==> config.mk <==
export PLATFORM = sky130hd
export DESIGN_NAME = swd_bringup_seq
export DESIGN_NICKNAME = d
export VERILOG_FILES = /design/src/rtl/swd_bup_pkg.sv /design/src/rtl/swd_bup_stepgen.sv /design/src/rtl/swd_bup_check.sv /design/src/rtl/swd_bup_pollcnt.sv /design/src/rtl/swd_bringup_seq.sv
export SDC_FILE = /design/constraint.sdc
export NUM_CORES = 1
export LEC_CHECK = 0
export BUFFER_PORTS_ARGS = -buffer_cell sky130_fd_sc_hd__buf_2
export CAP_MARGIN = 20
export CELL_PAD_IN_SITES_DETAIL_PLACEMENT = 1
export CELL_PAD_IN_SITES_GLOBAL_PLACEMENT = 1
export CORE_ASPECT_RATIO = 2
export CORE_MARGIN = 5
export CORE_UTILIZATION = 25
export CTS_BUF_LIST = sky130_fd_sc_hd__clkbuf_4 sky130_fd_sc_hd__clkbuf_8 sky130_fd_sc_hd__clkbuf_16
export DETAILED_ROUTE_END_ITERATION = 12
export PLACE_DENSITY = 0.77
export SLEW_MARGIN = 20
export SYNTH_ARGS = -nofsm -noshare
export SYNTH_HDL_FRONTEND = slang
export SYNTH_SLANG_ARGS = --single-unit
export TNS_END_PERCENT = 100
==> constraint.sdc <==
create_clock -name clk -period 2.1 [get_ports clk]
set_input_delay 0.21 -clock clk [delete_from_list [all_inputs] [get_ports clk]]
set_output_delay 0.21 -clock clk [all_outputs]
set_load 0.01 [all_outputs]
==> src/rtl/swd_bup_pkg.sv <==
package swd_bup_pkg;

    typedef enum logic [1:0] {
        OP_LINE_RESET = 2'd0,
        OP_READ       = 2'd1,
        OP_WRITE      = 2'd2
    } swd_op_e;

    typedef enum logic [3:0] {
        ST_IDLE,
        ST_LRST,
        ST_IDCODE,
        ST_PWR_WR,
        ST_PWR_POLL,
        ST_RST_WR,
        ST_RST_POLL,
        ST_RST_CLR,
        ST_SEL_WR,
        ST_AP_RD,
        ST_BUF_RD
    } step_e;

    typedef enum logic [2:0] {
        ERR_NONE   = 3'd0,
        ERR_LINK   = 3'd1,
        ERR_PART   = 3'd2,
        ERR_PWR_TO = 3'd3,
        ERR_RST_TO = 3'd4,
        ERR_AP     = 3'd5
    } err_e;

    typedef struct packed {
        swd_op_e     op;
        logic        ap;
        logic [1:0]  addr;
        logic [31:0] wdata;
    } swd_req_t;

    // Control/status bit positions
    localparam int SYS_ACK_BIT = 31;
    localparam int SYS_REQ_BIT = 30;
    localparam int DBG_ACK_BIT = 29;
    localparam int DBG_REQ_BIT = 28;
    localparam int RST_ACK_BIT = 27;
    localparam int RST_REQ_BIT = 26;

    // Register slots (address bits [3:2])
    localparam logic [1:0] DP_IDCODE   = 2'd0;
    localparam logic [1:0] DP_CTRLSTAT = 2'd1;
    localparam logic [1:0] DP_SELECT   = 2'd2;
    localparam logic [1:0] DP_RDBUFF   = 2'd3;
    localparam logic [1:0] AP_IDR_SLOT = 2'd3;

    localparam logic [31:0] SEL_IDR_BANK = 32'h0000_00F0;

    function automatic logic [31:0] cs_word(input logic with_reset);
        logic [31:0] w;
        w              = '0;
        w[SYS_REQ_BIT] = 1'b1;
        w[DBG_REQ_BIT] = 1'b1;
        w[RST_REQ_BIT] = with_reset;
        return w;
    endfunction

    function automatic logic power_acked(input logic [31:0] d);
        return d[SYS_ACK_BIT] & d[DBG_ACK_BIT];
    endfunction

    function automatic logic reset_acked(input logic [31:0] d);
        return power_acked(d) & d[RST_ACK_BIT];
    endfunction

endpackage

==> src/rtl/swd_bup_stepgen.sv <==
module swd_bup_stepgen
    import swd_bup_pkg::*;
(
    input  step_e    step,
    output swd_req_t req,
    output step_e    succ
);
    always_comb begin
        req  = '{op: OP_READ, ap: 1'b0, addr: 2'd0, wdata: 32'd0};
        succ = ST_IDLE;
        unique case (step)
            ST_LRST: begin
                req.op = OP_LINE_RESET;
                succ   = ST_IDCODE;
            end
            ST_IDCODE: begin
                req.addr = DP_IDCODE;
                succ     = ST_PWR_WR;
            end
            ST_PWR_WR: begin
                req.op    = OP_WRITE;
                req.addr  = DP_CTRLSTAT;
                req.wdata = cs_word(1'b0);
                succ      = ST_PWR_POLL;
            end
            ST_PWR_POLL: begin
                req.addr = DP_CTRLSTAT;
                succ     = ST_RST_WR;
            end
            ST_RST_WR: begin
                req.op    = OP_WRITE;
                req.addr  = DP_CTRLSTAT;
                req.wdata = cs_word(1'b1);
                succ      = ST_RST_POLL;
            end
            ST_RST_POLL: begin
                req.addr = DP_CTRLSTAT;
                succ     = ST_RST_CLR;
            end
            ST_RST_CLR: begin
                req.op    = OP_WRITE;
                req.addr  = DP_CTRLSTAT;
                req.wdata = cs_word(1'b0);
                succ      = ST_SEL_WR;
            end
            ST_SEL_WR: begin
                req.op    = OP_WRITE;
                req.addr  = DP_SELECT;
                req.wdata = SEL_IDR_BANK;
                succ      = ST_AP_RD;
            end
            ST_AP_RD: begin
                req.ap   = 1'b1;
                req.addr = AP_IDR_SLOT;
                succ     = ST_BUF_RD;
            end
            ST_BUF_RD: begin
                req.addr = DP_RDBUFF;
                succ     = ST_IDLE;
            end
            default: begin
                succ = ST_IDLE;
            end
        endcase
    end
endmodule

==> src/rtl/swd_bup_check.sv <==
module swd_bup_check
    import swd_bup_pkg::*;
#(
    parameter logic [31:0] ID_MASK  = 32'h0FF0_0001,
    parameter logic [31:0] ID_MATCH = 32'h0BA0_0001,
    parameter logic [3:0]  AP_CLASS = 4'h1
) (
    input  step_e       step,
    input  logic [31:0] rdata,
    output logic        pass,
    output logic        is_poll,
    output err_e        fail_code
);
    always_comb begin
        pass      = 1'b1;
        is_poll   = 1'b0;
        fail_code = ERR_NONE;
        unique case (step)
            ST_IDCODE: begin
                pass      = (rdata & ID_MASK) == ID_MATCH;
                fail_code = ERR_PART;
            end
            ST_PWR_POLL: begin
                pass      = power_acked(rdata);
                is_poll   = 1'b1;
                fail_code = ERR_PWR_TO;
            end
            ST_RST_POLL: begin
                pass      = reset_acked(rdata);
                is_poll   = 1'b1;
                fail_code = ERR_RST_TO;
            end
            ST_BUF_RD: begin
                pass      = rdata[3:0] == AP_CLASS;
                fail_code = ERR_AP;
            end
            default: begin
                pass = 1'b1;
            end
        endcase
    end
endmodule

==> src/rtl/swd_bup_pollcnt.sv <==
module swd_bup_pollcnt #(
    parameter int TRIES = 4
) (
    input  logic clk,
    input  logic rst,
    input  logic clr,
    input  logic bump,
    output logic last
);
    localparam int CW = (TRIES < 2) ? 1 : $clog2(TRIES + 1);
    localparam logic [CW-1:0] LAST_VAL = CW'(TRIES - 1);

    logic [CW-1:0] cnt_q;

    always_ff @(posedge clk) begin
        if (rst || clr) begin
            cnt_q <= '0;
        end else if (bump) begin
            cnt_q <= cnt_q + 1'b1;
        end
    end

    assign last = (cnt_q == LAST_VAL);
endmodule

==> src/rtl/swd_bringup_seq.sv <==
module swd_bringup_seq
    import swd_bup_pkg::*;
#(
    parameter int          POLL_TRIES = 4,
    parameter logic [31:0] ID_MASK    = 32'h0FF0_0001,
    parameter logic [31:0] ID_MATCH   = 32'h0BA0_0001,
    parameter logic [3:0]  AP_CLASS   = 4'h1
) (
    input  logic        clk,
    input  logic        rst,
    input  logic        start,
    output logic        req_valid,
    input  logic        req_ready,
    output logic [1:0]  req_op,
    output logic        req_ap,
    output logic [1:0]  req_addr,
    output logic [31:0] req_wdata,
    input  logic        rsp_valid,
    input  logic        rsp_ok,
    input  logic [31:0] rsp_rdata,
    output logic        busy,
    output logic        link_ready,
    output logic        link_err,
    output logic [2:0]  err_code
);
    step_e    step_q;
    logic     waiting_q;
    logic     ready_q;
    logic     err_q;
    err_e     code_q;

    swd_req_t cur_req;
    step_e    succ;
    logic     chk_pass;
    logic     chk_poll;
    err_e     chk_code;
    logic     poll_last;
    logic     poll_clr;
    logic     poll_bump;

    swd_bup_stepgen u_stepgen (
        .step (step_q),
        .req  (cur_req),
        .succ (succ)
    );

    swd_bup_check #(
        .ID_MASK  (ID_MASK),
        .ID_MATCH (ID_MATCH),
        .AP_CLASS (AP_CLASS)
    ) u_check (
        .step      (step_q),
        .rdata     (rsp_rdata),
        .pass      (chk_pass),
        .is_poll   (chk_poll),
        .fail_code (chk_code)
    );

    logic active;
    logic take_rsp;
    assign active   = (step_q != ST_IDLE);
    assign take_rsp = active && waiting_q && rsp_valid;

    assign poll_bump = take_rsp && rsp_ok && !chk_pass && chk_poll && !poll_last;
    assign poll_clr  = (start && !active) || (take_rsp && rsp_ok && chk_pass);

    swd_bup_pollcnt #(
        .TRIES (POLL_TRIES)
    ) u_pollcnt (
        .clk  (clk),
        .rst  (rst),
        .clr  (poll_clr),
        .bump (poll_bump),
        .last (poll_last)
    );

    always_ff @(posedge clk) begin
        if (rst) begin
            step_q    <= ST_IDLE;
            waiting_q <= 1'b0;
            ready_q   <= 1'b0;
            err_q     <= 1'b0;
            code_q    <= ERR_NONE;
        end else if (!active) begin
            if (start) begin
                step_q    <= ST_LRST;
                waiting_q <= 1'b0;
                ready_q   <= 1'b0;
                err_q     <= 1'b0;
                code_q    <= ERR_NONE;
            end
        end else if (!waiting_q) begin
            if (req_ready) begin
                waiting_q <= 1'b1;
            end
        end else if (rsp_valid) begin
            waiting_q <= 1'b0;
            if (!rsp_ok) begin
                step_q <= ST_IDLE;
                err_q  <= 1'b1;
                code_q <= ERR_LINK;
            end else if (chk_pass) begin
                step_q <= succ;
                if (step_q == ST_BUF_RD) begin
                    ready_q <= 1'b1;
                end
            end else if (chk_poll && !poll_last) begin
                step_q <= step_q;
            end else begin
                step_q <= ST_IDLE;
                err_q  <= 1'b1;
                code_q <= chk_code;
            end
        end
    end

    assign req_valid  = active && !waiting_q;
    assign req_op     = cur_req.op;
    assign req_ap     = cur_req.ap;
    assign req_addr   = cur_req.addr;
    assign req_wdata  = cur_req.wdata;
    assign busy       = active;
    assign link_ready = ready_q;
    assign link_err   = err_q;
    assign err_code   = code_q;
endmodule

==> flow_metrics.py, run 1 <==
metrics = {
    "drt": {
        "drtIter0Drc": 29,
        "ant_nets": 0,
        "drcViolationCount": 0,
        "wl_per_cell_um": 14.3,
        "route.vias.total": 1258,
        "avgViaCountPerCell": 4.77,
        "drt_wl_total_um": 3780,
        "dr.pass1.iters": 3,
    },
    "floorplan": {
        "die_height_um": 110,
        "rows": 36,
        "die_width_um": 59.8,
        "dieArea_um2": 6550,
        "core_area_um2": 4860,
        "start_util_pct": 25.5,
        "ios": 82,
    },
    "logic_synthesis": {
        "syn_inst": 157,
        "synth_top_area_share_pct": 21.0,
        "synth_edf_count": 0,
        "ys_warn_count": 0,
        "yosys_most_used_dff": "dfxtp_1",
        "synth_top_cell_by_area": "dfxtp_1",
        "synth-async-reset-ratio_pct": 0,
        "syn_area_per_cell_um2": 7.89,
        "ys_types": 48,
        "syn_area_um2": 1240,
        "synth-seq-cells": 13,
        "ys_top_cells_by_area": "dfxtp_1 21%, buf_4 18%, nand2_1 4.5%, nor2_1 4.2%, inv_1 3.0%",
        "synth-seq-area-share_pct": 21.0,
    },
    "global_route": {
        "grt_pass1_wl_um": 5710,
        "grt_usage_pct": 11.5,
        "grtUsageMet3_pct": 2.70,
        "grt_overflow": 0,
        "grt_pass1_vias": 1355,
        "use_met1_pct": 9.37,
        "grt_max_degree": 16,
        "grt_use_met2_pct": 22.4,
        "busiest_layer": "met2",
        "antenna_found_initial": 0,
    },
    "placement": {
        "hpwl_um": 3150,
        "placed_cells": 259,
        "finalWeightedCongestion": 0.759,
        "port_buffers": 38,
    },
    "cts": {
        "cts_tree": "yes",
        "clockBufferDepth": 2,
        "cts_root_buf": "clkbuf_8",
        "numCtsBuffers": 3,
        "cts.sinks": 13,
        "clk_pin_slew_ps": 60,
        "ctsHtreeMaxLevel": 1,
        "clock_latency_ps": 250,
        "cts_hold_buf": 0,
    },
    "critical_path": {
        "path_max_fanout": 6,
        "endpoint_kind": "register",
        "cp_slowest_cell": "or4_1",
        "startpoint_type": "register",
        "crit_cells": 6,
        "reg2reg_slack_ps": 70,
        "worstPathArrival_ps": 2190,
        "crit_type": "register to register",
        "path_buf_inv": 1,
        "path_cells": "nand2b_2 -> a2111oi_2 -> buf_4 -> o41ai_2 -> or4_1 -> o32ai_2",
        "crit_family": "simple AND/OR/NAND/NOR gates",
        "r2r.worst_path.cells": 6,
        "critPathMaxStageDelay_ps": 440,
        "cp.required_ps": 2260,
    },
    "layout": {
        "nNetsFinal": 248,
        "stdcell_count": 264,
        "drive_gt1_share_pct": 40.6,
        "antenna_cells": 0,
        "syn_to_final_growth_pct": 27.9,
    },
    "sta": {
        "setup_viol": 0,
        "maxSlewViolCount": 0,
        "min_period_ps": 2030,
        "fmax_ghz": 0.493,
        "fin_crit_sh_pct": 96.7,
        "finalHoldViolCount": 0,
        "fin_skew_ps": 2.78,
        "rsz0062_at_grt": "yes",
        "tns_ps": 0,
    },
    "power_and_ir_drop": {
        "power.density_nw_per_um2": 444,
        "ir_drop_uv": 178,
        "leakagePower_nw": 0.737,
    },
    "hold_path": {
        "hp-class": "input port to register",
        "hold_depth": 3,
    },
    "outcome": {
        "status": "finished, final reports clean",
    },
    "job": {
        "cap_violations": 0,
    },
}
[cells by family after synthesis]
logic type	Yosys count	share of synthesized area (%)
AOI/OAI and AO/OA	30	20.4
buffers and inverters	46	23.6
DFF	13	21.0
muxes	2	2.63
other	1	0.303
and+or+nand+nor	61	28.6
adders and majority gates	2	2.02
xor gates and xnor gates	2	1.41
[synthesized netlist by cell type, types with 2 or more instances]
| cell | number |
|---|---|
| a211o_1 | 2 |
| a21oi_1 | 7 |
| buf_4 | 30 |
| clkbuf_1 | 4 |
| dfxtp_1 | 13 |
| ha_1 | 2 |
| inv_1 | 10 |
| nand2_1 | 15 |
| nand2b_1 | 4 |
| nand3_1 | 2 |
| nand4b_1 | 2 |
| nor2_1 | 14 |
| nor2b_1 | 2 |
| nor3_1 | 5 |
| nor4_1 | 2 |
| nor4_2 | 2 |
| o21a_1 | 2 |
| o22ai_1 | 3 |
| o32ai_1 | 3 |
| o41ai_2 | 2 |
| or2_2 | 2 |
| or3_1 | 3 |
[final timing paths]
kind | start | to
worst min register to register | link_err | link_err
worst max register to register | step_q[3] | step_q[2]
worst min-delay path | req_ready | waiting_q
worst max-delay path | step_q[3] | step_q[2]
[layout by cell type, fill, tap and decap left out, types with 3 or more instances in the layout]
cell type and n:
buf_2 38, conb_1 25, buf_4 19, nand2_1 15
nor2_1 14, inv_1 10, dfxtp_1 10, a21oi_1 7
nand2b_1 4, nor3_1 4, or3_1 3, o32ai_2 3
o22ai_1 3, clkbuf_8 3, dfxtp_2 3
[power by group]
group	internal, mW	switching [mW]	leakage, nW	total (mW)
combinational	0.0850	0.119	0.604	0.204
clock	0.131	0.102	0.0255	0.233
sequential	0.256	0.0112	0.107	0.267
[sequential cells by signal, indices dropped and copies added, names as in the netlist]
register and flops:
link_err 1, waiting_q 1, err_code 3, u_pollcnt.cnt_q 3
step_q 4, link_ready 1
[area by class of cell]
| type | count | area [µm²] |
|---|---|---|
| fill | 640 | 3280 |
| multi-input combinational | 122 | 828 |
| timing repair buffer | 57 | 333 |
| sequential | 13 | 264 |
| tap | 57 | 71.3 |
| clock buffer | 3 | 41.3 |
| inverter | 11 | 41.3 |
| clock inverter | 1 | 5.00 |
[metrics by stage]
step	hold slack, ps	utilization [%]	total power [mW]	area, µm²	worst slack [ps]
after floorplan	373	-	0.427	1330	67.9
after global placement	446	30.3	0.464	1470	22.0
after detailed placement	452	30.3	0.470	1470	-51.0
after CTS	221	31.6	0.708	1540	-0.0902
after global routing	277	32.6	0.747	1580	-40.6
final	219	32.6	0.704	1580	70.1
[worst reg2reg max path, stage by stage (launching register included)]
cell and delay, ps:
dfxtp_1 370, nand2b_2 230, a2111oi_2 370, buf_4 220, o41ai_2 110, or4_1 440, o32ai_2 200
[metal layers]
metal  part of all wire (%)  routed length [µm]  vias to the layer above
met4                    4.1                 156                        0
met3                    7.5                 282                       11
met2                     58                2210                       54
met1                     30                1130                      594
met5                      0                   0                        -
li1                       -                   -                      599
[timing repair]
item	CTS	global route
buffers inserted	0	1
gates cloned	0	0
gates resized for setup	4	6
setup endpoints to repair	6	7
(Power assumes the default switching activity.)
==> run 2, diff against run 1 <==
- ABC_CLOCK_PERIOD_IN_PS: unset -> 2100
- GPL_TIMING_DRIVEN: unset -> 0
==> run 2 against run 1 <==
- the run now ends with setup timing left
- count of clock-buffer cells in the layout rose by 1
- utilization is 4.9 points higher
- critical path depth up 1
- clock skew grew 1.9 ps
- design area rose by 15%
- hold slack better by 7.0 ps
- global-route usage rose by 0.81 points
- first-iteration DRC count shrank 38%
- non-clock buffer count rose by 26
- largest cell class unchanged
- clock power rose by 4%
==> flow_metrics.py, run 2 (synthesis gave the netlist of run 1 again) <==
metrics = {
    "outcome": {
        "status": "finished, violations left",
        "violations": "setup timing",
    },
    "drt": {
        "route.vias.total": 1326,
        "dr.pass1.iters": 4,
        "avgViaCountPerCell": 4.57,
        "ant_nets": 0,
        "drtIter0Drc": 18,
        "drcViolationCount": 0,
        "wl_per_cell_um": 13.9,
        "drt_wl_total_um": 4020,
    },
    "placement": {
        "port_buffers": 38,
        "post-place-ws_ps": -295,
        "hpwl_um": 3200,
        "placed_cells": 276,
        "finalWeightedCongestion": 0.804,
    },
    "layout": {
        "nNetsFinal": 274,
        "largest_register": "step_q",
        "largest_reg_flops": 4,
        "layout_common_cells": "39 x buf_4, 38 x buf_2, 25 x conb_1",
        "antenna_cells": 0,
        "fill_cells": 633,
        "final_core_util_pct": 37.5,
        "final_common_cell": "buf_4",
        "syn_to_final_growth_pct": 47.2,
        "drive_gt1_share_pct": 46.8,
        "stdcell_count": 290,
    },
    "job": {
        "cap_violations": 0,
    },
    "floorplan": {
        "start_util_pct": 25.5,
        "ios": 82,
        "die_height_um": 110,
        "dieArea_um2": 6550,
        "core_area_um2": 4860,
        "rows": 36,
        "die_width_um": 59.8,
    },
    "power_and_ir_drop": {
        "power.density_nw_per_um2": 419,
        "ir_drop_uv": 231,
        "leakagePower_nw": 0.881,
    },
    "sta": {
        "maxSlewViolCount": 0,
        "tns_ps": -601,
        "setup_viol": 9,
        "tightest_slew_ps": 529,
        "holdWs_ps": 226,
        "finalHoldViolCount": 0,
        "slew_headroom_pct": 64.7,
        "worst_slack_ps": -184,
        "rsz0062_at_grt": "yes",
        "fmax_ghz": 0.438,
        "min_period_ps": 2280,
        "fin_skew_ps": 4.70,
        "fin_crit_sh_pct": 109,
    },
    "critical_path": {
        "path_cells": "buf_6 -> or4b_4 -> nor4_4 -> buf_6 -> o41ai_4 -> or4_4 -> o32ai_2",
        "startpoint": "step_q[0]",
        "critPathMaxStageDelay_ps": 550,
        "cp_slowest_cell": "or4b_4",
        "worstPathArrival_ps": 2440,
        "crit_family": "simple AND/OR/NAND/NOR gates",
        "crit_type": "register to register",
        "startpoint_type": "register",
        "path_max_fanout": 5,
        "endpoint_kind": "register",
        "path_buf_inv": 2,
        "cp.required_ps": 2250,
        "timing.rr.start": "step_q[0]",
        "cp_common_cell": "buf_6",
        "timing.rr.end": "step_q[2]",
        "reg2reg_slack_ps": -180,
        "crit_cells": 7,
        "r2r.worst_path.cells": 7,
    },
    "cts": {
        "clk_pin_slew_ps": 60,
        "cts_tree": "yes",
        "clockBufferDepth": 2,
        "cts_hold_buf": 0,
        "clock_latency_ps": 250,
        "cts_root_buf": "clkbuf_8",
        "ctsHtreeMaxLevel": 1,
        "numCtsBuffers": 3,
        "cts.sinks": 13,
    },
    "global_route": {
        "grt_pass1_vias": 1391,
        "grt_usage_pct": 12.3,
        "grt_pass1_wl_um": 6200,
        "antenna_found_initial": 0,
        "grt_max_degree": 11,
        "grt_overflow": 0,
    },
    "hold_path": {
        "min_to": "waiting_q",
        "hold_depth": 3,
        "hp-class": "input port to register",
        "min-delay-start": "req_ready",
    },
}
==> run 2: changes by cell type in the layout (fill, tap and decap cells not counted), moves of 2 or more <==
| cell | delta |
|---|---|
| clkbuf_1 | +2 |
| buf_6 | +2 |
| buf_4 | +20 |
| clkbuf_2 | +2 |
==> run 2: worst min-delay path, delay by kind of cell <==
kind,cells,cell delay (ps)
AOI/OAI and AO/OA,1,70
buffers and inverters,1,80
and+or+nand+nor,1,80
==> run 2: where the power goes <==
group / total (mW) / internal, mW / switching [mW]
sequential: 0.265 / 0.256 / 0.00913
combinational: 0.257 / 0.122 / 0.135
clock: 0.243 / 0.147 / 0.0959
total: 0.765 / 0.525 / 0.240
==> run 2: cell type report <==
cell class              count  area (µm²)  share of cell area, %
clock buffers               4        48.8                   2.68
repair buffers             48         269                   14.8
multi-input cells         122         876                   48.0
plain buffers              35         254                   13.9
flip-flops and latches     13         263                   14.4
inverters                  11        41.3                   2.26
well taps                  57        71.3                   3.91
==> run 2: stage by stage <==
stage	area, µm²	power, mW
2_1_floorplan	1330	0.427
3_3_place_gp	1590	0.485
3_5_place_dp	1590	0.488
4_1_cts	1680	0.740
5_1_grt	1820	0.807
6_report	1820	0.765
==> run 2: timing repair <==
item	4_1_cts	5_1_grt
pin swaps	0	7
gates resized for setup	5	15
setup buffers	0	10
hold endpoints to repair	0	0
gates cloned	0	0
setup endpoints to repair	10	18
==> run 2: worst max path at each step <==
| stage | end | slack [ps] |
|---|---|---|
| floorplan | step_q[2] | 70 |
| global placement | step_q[2] | -220 |
| detailed placement | step_q[2] | -300 |
| CTS | step_q[2] | -140 |
| global route | step_q[2] | -230 |
| finish | step_q[2] | -180 |
==> run 2: layer usage <==
metal / GRT usage (%) / routed length [µm] / share of wire (%)
met5: 0 / 0 / 0
met4: 5.55 / 102 / 2.5
met3: 2.47 / 286 / 7.1
met2: 24.5 / 2380 / 59
met1: 11.0 / 1250 / 31
==> run 3, diff against run 2 <==
- ABC_AREA: unset -> 1
- HOLD_SLACK_MARGIN: unset -> 0.03
- PLACE_DENSITY: 0.77 -> 0.79
==> run 3 against run 2 <==
- the flow now finishes without violations
- design area is 6.8% lower
- clock skew is 2.4 ps lower
- sequential cell count stayed put
- routed wire length is 13% lower
- register-to-register slack better by 550 ps
- area after synthesis is 4.7% higher
- critical path type is now register to primary output
- count of clock-buffer cells in the layout stayed put
- critical path depth is 3 lower
==> flow_metrics.py, run 3 <==
metrics = {
    "placement": {
        "port_buffers": 38,
        "hpwl_um": 3050,
        "placed_cells": 321,
        "finalWeightedCongestion": 0.810,
        "post-place-ws_ps": 353,
    },
    "sta": {
        "maxSlewViolCount": 0,
        "rsz0062_at_grt": "no",
        "fin_crit_sh_pct": 87.2,
        "tns_ps": 0,
        "holdWs_ps": 130,
        "fin_skew_ps": 2.31,
        "tightest_slew_ps": 541,
        "worst_slack_ps": 269,
        "finalHoldViolCount": 0,
        "min_period_ps": 1830,
        "setup_viol": 0,
        "slew_headroom_pct": 63.7,
        "fmax_ghz": 0.546,
    },
    "cts": {
        "cts_tree": "yes",
        "clock_latency_ps": 240,
        "ctsHtreeMaxLevel": 1,
        "numCtsBuffers": 3,
        "clockBufferDepth": 2,
        "cts.sinks": 13,
        "cts_setup_buffers": 0,
        "cts_hold_buf": 0,
        "cts_root_buf": "clkbuf_8",
        "clk_pin_slew_ps": 60,
        "ctsResizeCount": 0,
    },
    "logic_synthesis": {
        "yosys_most_used_dff": "dfxtp_1",
        "syn_area_um2": 1300,
        "syn_area_per_cell_um2": 6.46,
        "synth-async-reset-ratio_pct": 0,
        "synth-seq-area-share_pct": 20.1,
        "synth_top_cell_by_area": "dfxtp_1",
        "ys_warn_count": 0,
        "ys_top_cells_by_area": "dfxtp_1 20%, buf_4 17%, nand2_1 10%, nor2_1 8.7%, nand3_1 6.2%",
        "ys_types": 26,
        "synth_top_area_share_pct": 20.1,
        "syn_inst": 201,
        "synth_edf_count": 0,
        "synth_common_cells": "36 x nand2_1, 30 x buf_4, 30 x nor2_1",
        "post-synth-top-count-cell": "nand2_1",
        "synth-seq-cells": 13,
    },
    "drt": {
        "drcViolationCount": 0,
        "route.vias.total": 1379,
        "avgViaCountPerCell": 4.24,
        "drtIter0Drc": 10,
        "drt_wl_total_um": 3500,
        "dr.pass1.iters": 4,
        "ant_nets": 0,
        "wl_per_cell_um": 10.8,
    },
    "global_route": {
        "grt_overflow": 0,
        "grt_max_degree": 10,
        "grt_pass1_vias": 1387,
        "grt_pass1_wl_um": 5910,
        "antenna_found_initial": 0,
        "grt_usage_pct": 11.0,
    },
    "layout": {
        "largest_register": "step_q",
        "register_area_um2": 260,
        "drive_gt1_share_pct": 38.6,
        "largest_reg_flops": 4,
        "nNetsFinal": 308,
        "antenna_cells": 0,
        "multi_input_area_um2": 786,
        "fill_cells": 716,
        "final_common_cell": "buf_2",
        "syn_to_final_growth_pct": 31.0,
        "layout_common_cells": "38 x buf_2, 36 x nand2_1, 30 x buf_4, 30 x nor2_1, 25 x conb_1",
        "stdcell_count": 325,
    },
    "hold_path": {
        "hp-class": "input port to register",
    },
    "power_and_ir_drop": {
        "power.density_nw_per_um2": 1130,
        "power.total_mw": 1.92,
        "leakagePower_nw": 0.972,
        "ir_drop_uv": 551,
    },
    "floorplan": {
        "start_util_pct": 25.5,
        "core_area_um2": 5090,
        "die_width_um": 60.9,
        "ios": 82,
        "die_height_um": 112,
        "dieArea_um2": 6820,
        "rows": 37,
    },
    "critical_path": {
        "worstPathArrival_ps": 1620,
        "cp.required_ps": 1890,
        "crit_type": "register to primary output",
        "startpoint_type": "register",
        "endpoint_kind": "primary output",
        "path_max_fanout": 6,
    },
    "job": {
        "cap_violations": 0,
    },
    "outcome": {
        "status": "finished, final reports clean",
    },
}
-- run 3: cell count changes after synthesis, sizes merged, moves of 3 or more --
cell,delta
nand2,+33
nor2,+26
inv,+14
nand3,+14
nand2b,-5
nor4,-4
o32ai,-4
clkbuf,-3
o22ai,-3
or3,-3
-- run 3: worst max-delay path, stage by stage, from the launching register on --
cell     delay (ps)
dfxtp_1         480
nand2_1         140
nor3_1          440
or2_2           200
buf_2           120
-- run 3: area by class of cell --
class / instances / area share (%)
sequential: 13 / 15.3
tap: 58 / 4.27
buffer: 31 / 14.1
multi-input combinational: 155 / 46.2
inverter: 26 / 6.04
timing repair buffer: 38 / 11.2
clock buffer: 4 / 2.87
-- run 3: worst paths after layout --
check,endpoint,startpoint,cells past startpoint,slack (ps)
max reg2reg,u_pollcnt.cnt_q[0],step_q[3],9,370
max,req_op[1],step_q[3],4,270
min,waiting_q,rst,2,130
min reg2reg,link_ready,link_ready,2,480
-- run 3: kinds of logic after synthesis --
family,after synthesis,share of synthesized area (%)
fa+ha+maj,2,1.93
compound gates,14,6.94
buf+inv,57,26.3
other cells,1,0.289
flops,13,20.1
simple gates,114,44.5
-- run 3: layer usage --
metal | up-vias | track usage, % | routed length, µm
li1 | 707 | - | -
met2 | 49 | 19.2 | 1870
met3 | 4 | 1.51 | 240
met5 | - | 0 | 0
met4 | 0 | 5.64 | 90
met1 | 619 | 12.1 | 1300
-- run 3: per-stage QoR --
step,cell area [µm²],utilization [%]
floorplan,1390,-
CTS,1700,33.4
finish,1700,33.4
detailed placement,1650,32.4
global placement,1650,32.4
global route,1700,33.4
-- run 3: power by group --
part / leakage, nW / internal (mW) / switching (mW)
Combinational: 0.840 / 0.497 / 0.814
Sequential: 0.106 / 0.317 / 0.0514
Clock: 0.0262 / 0.147 / 0.0918
Total: 0.972 / 0.961 / 0.957
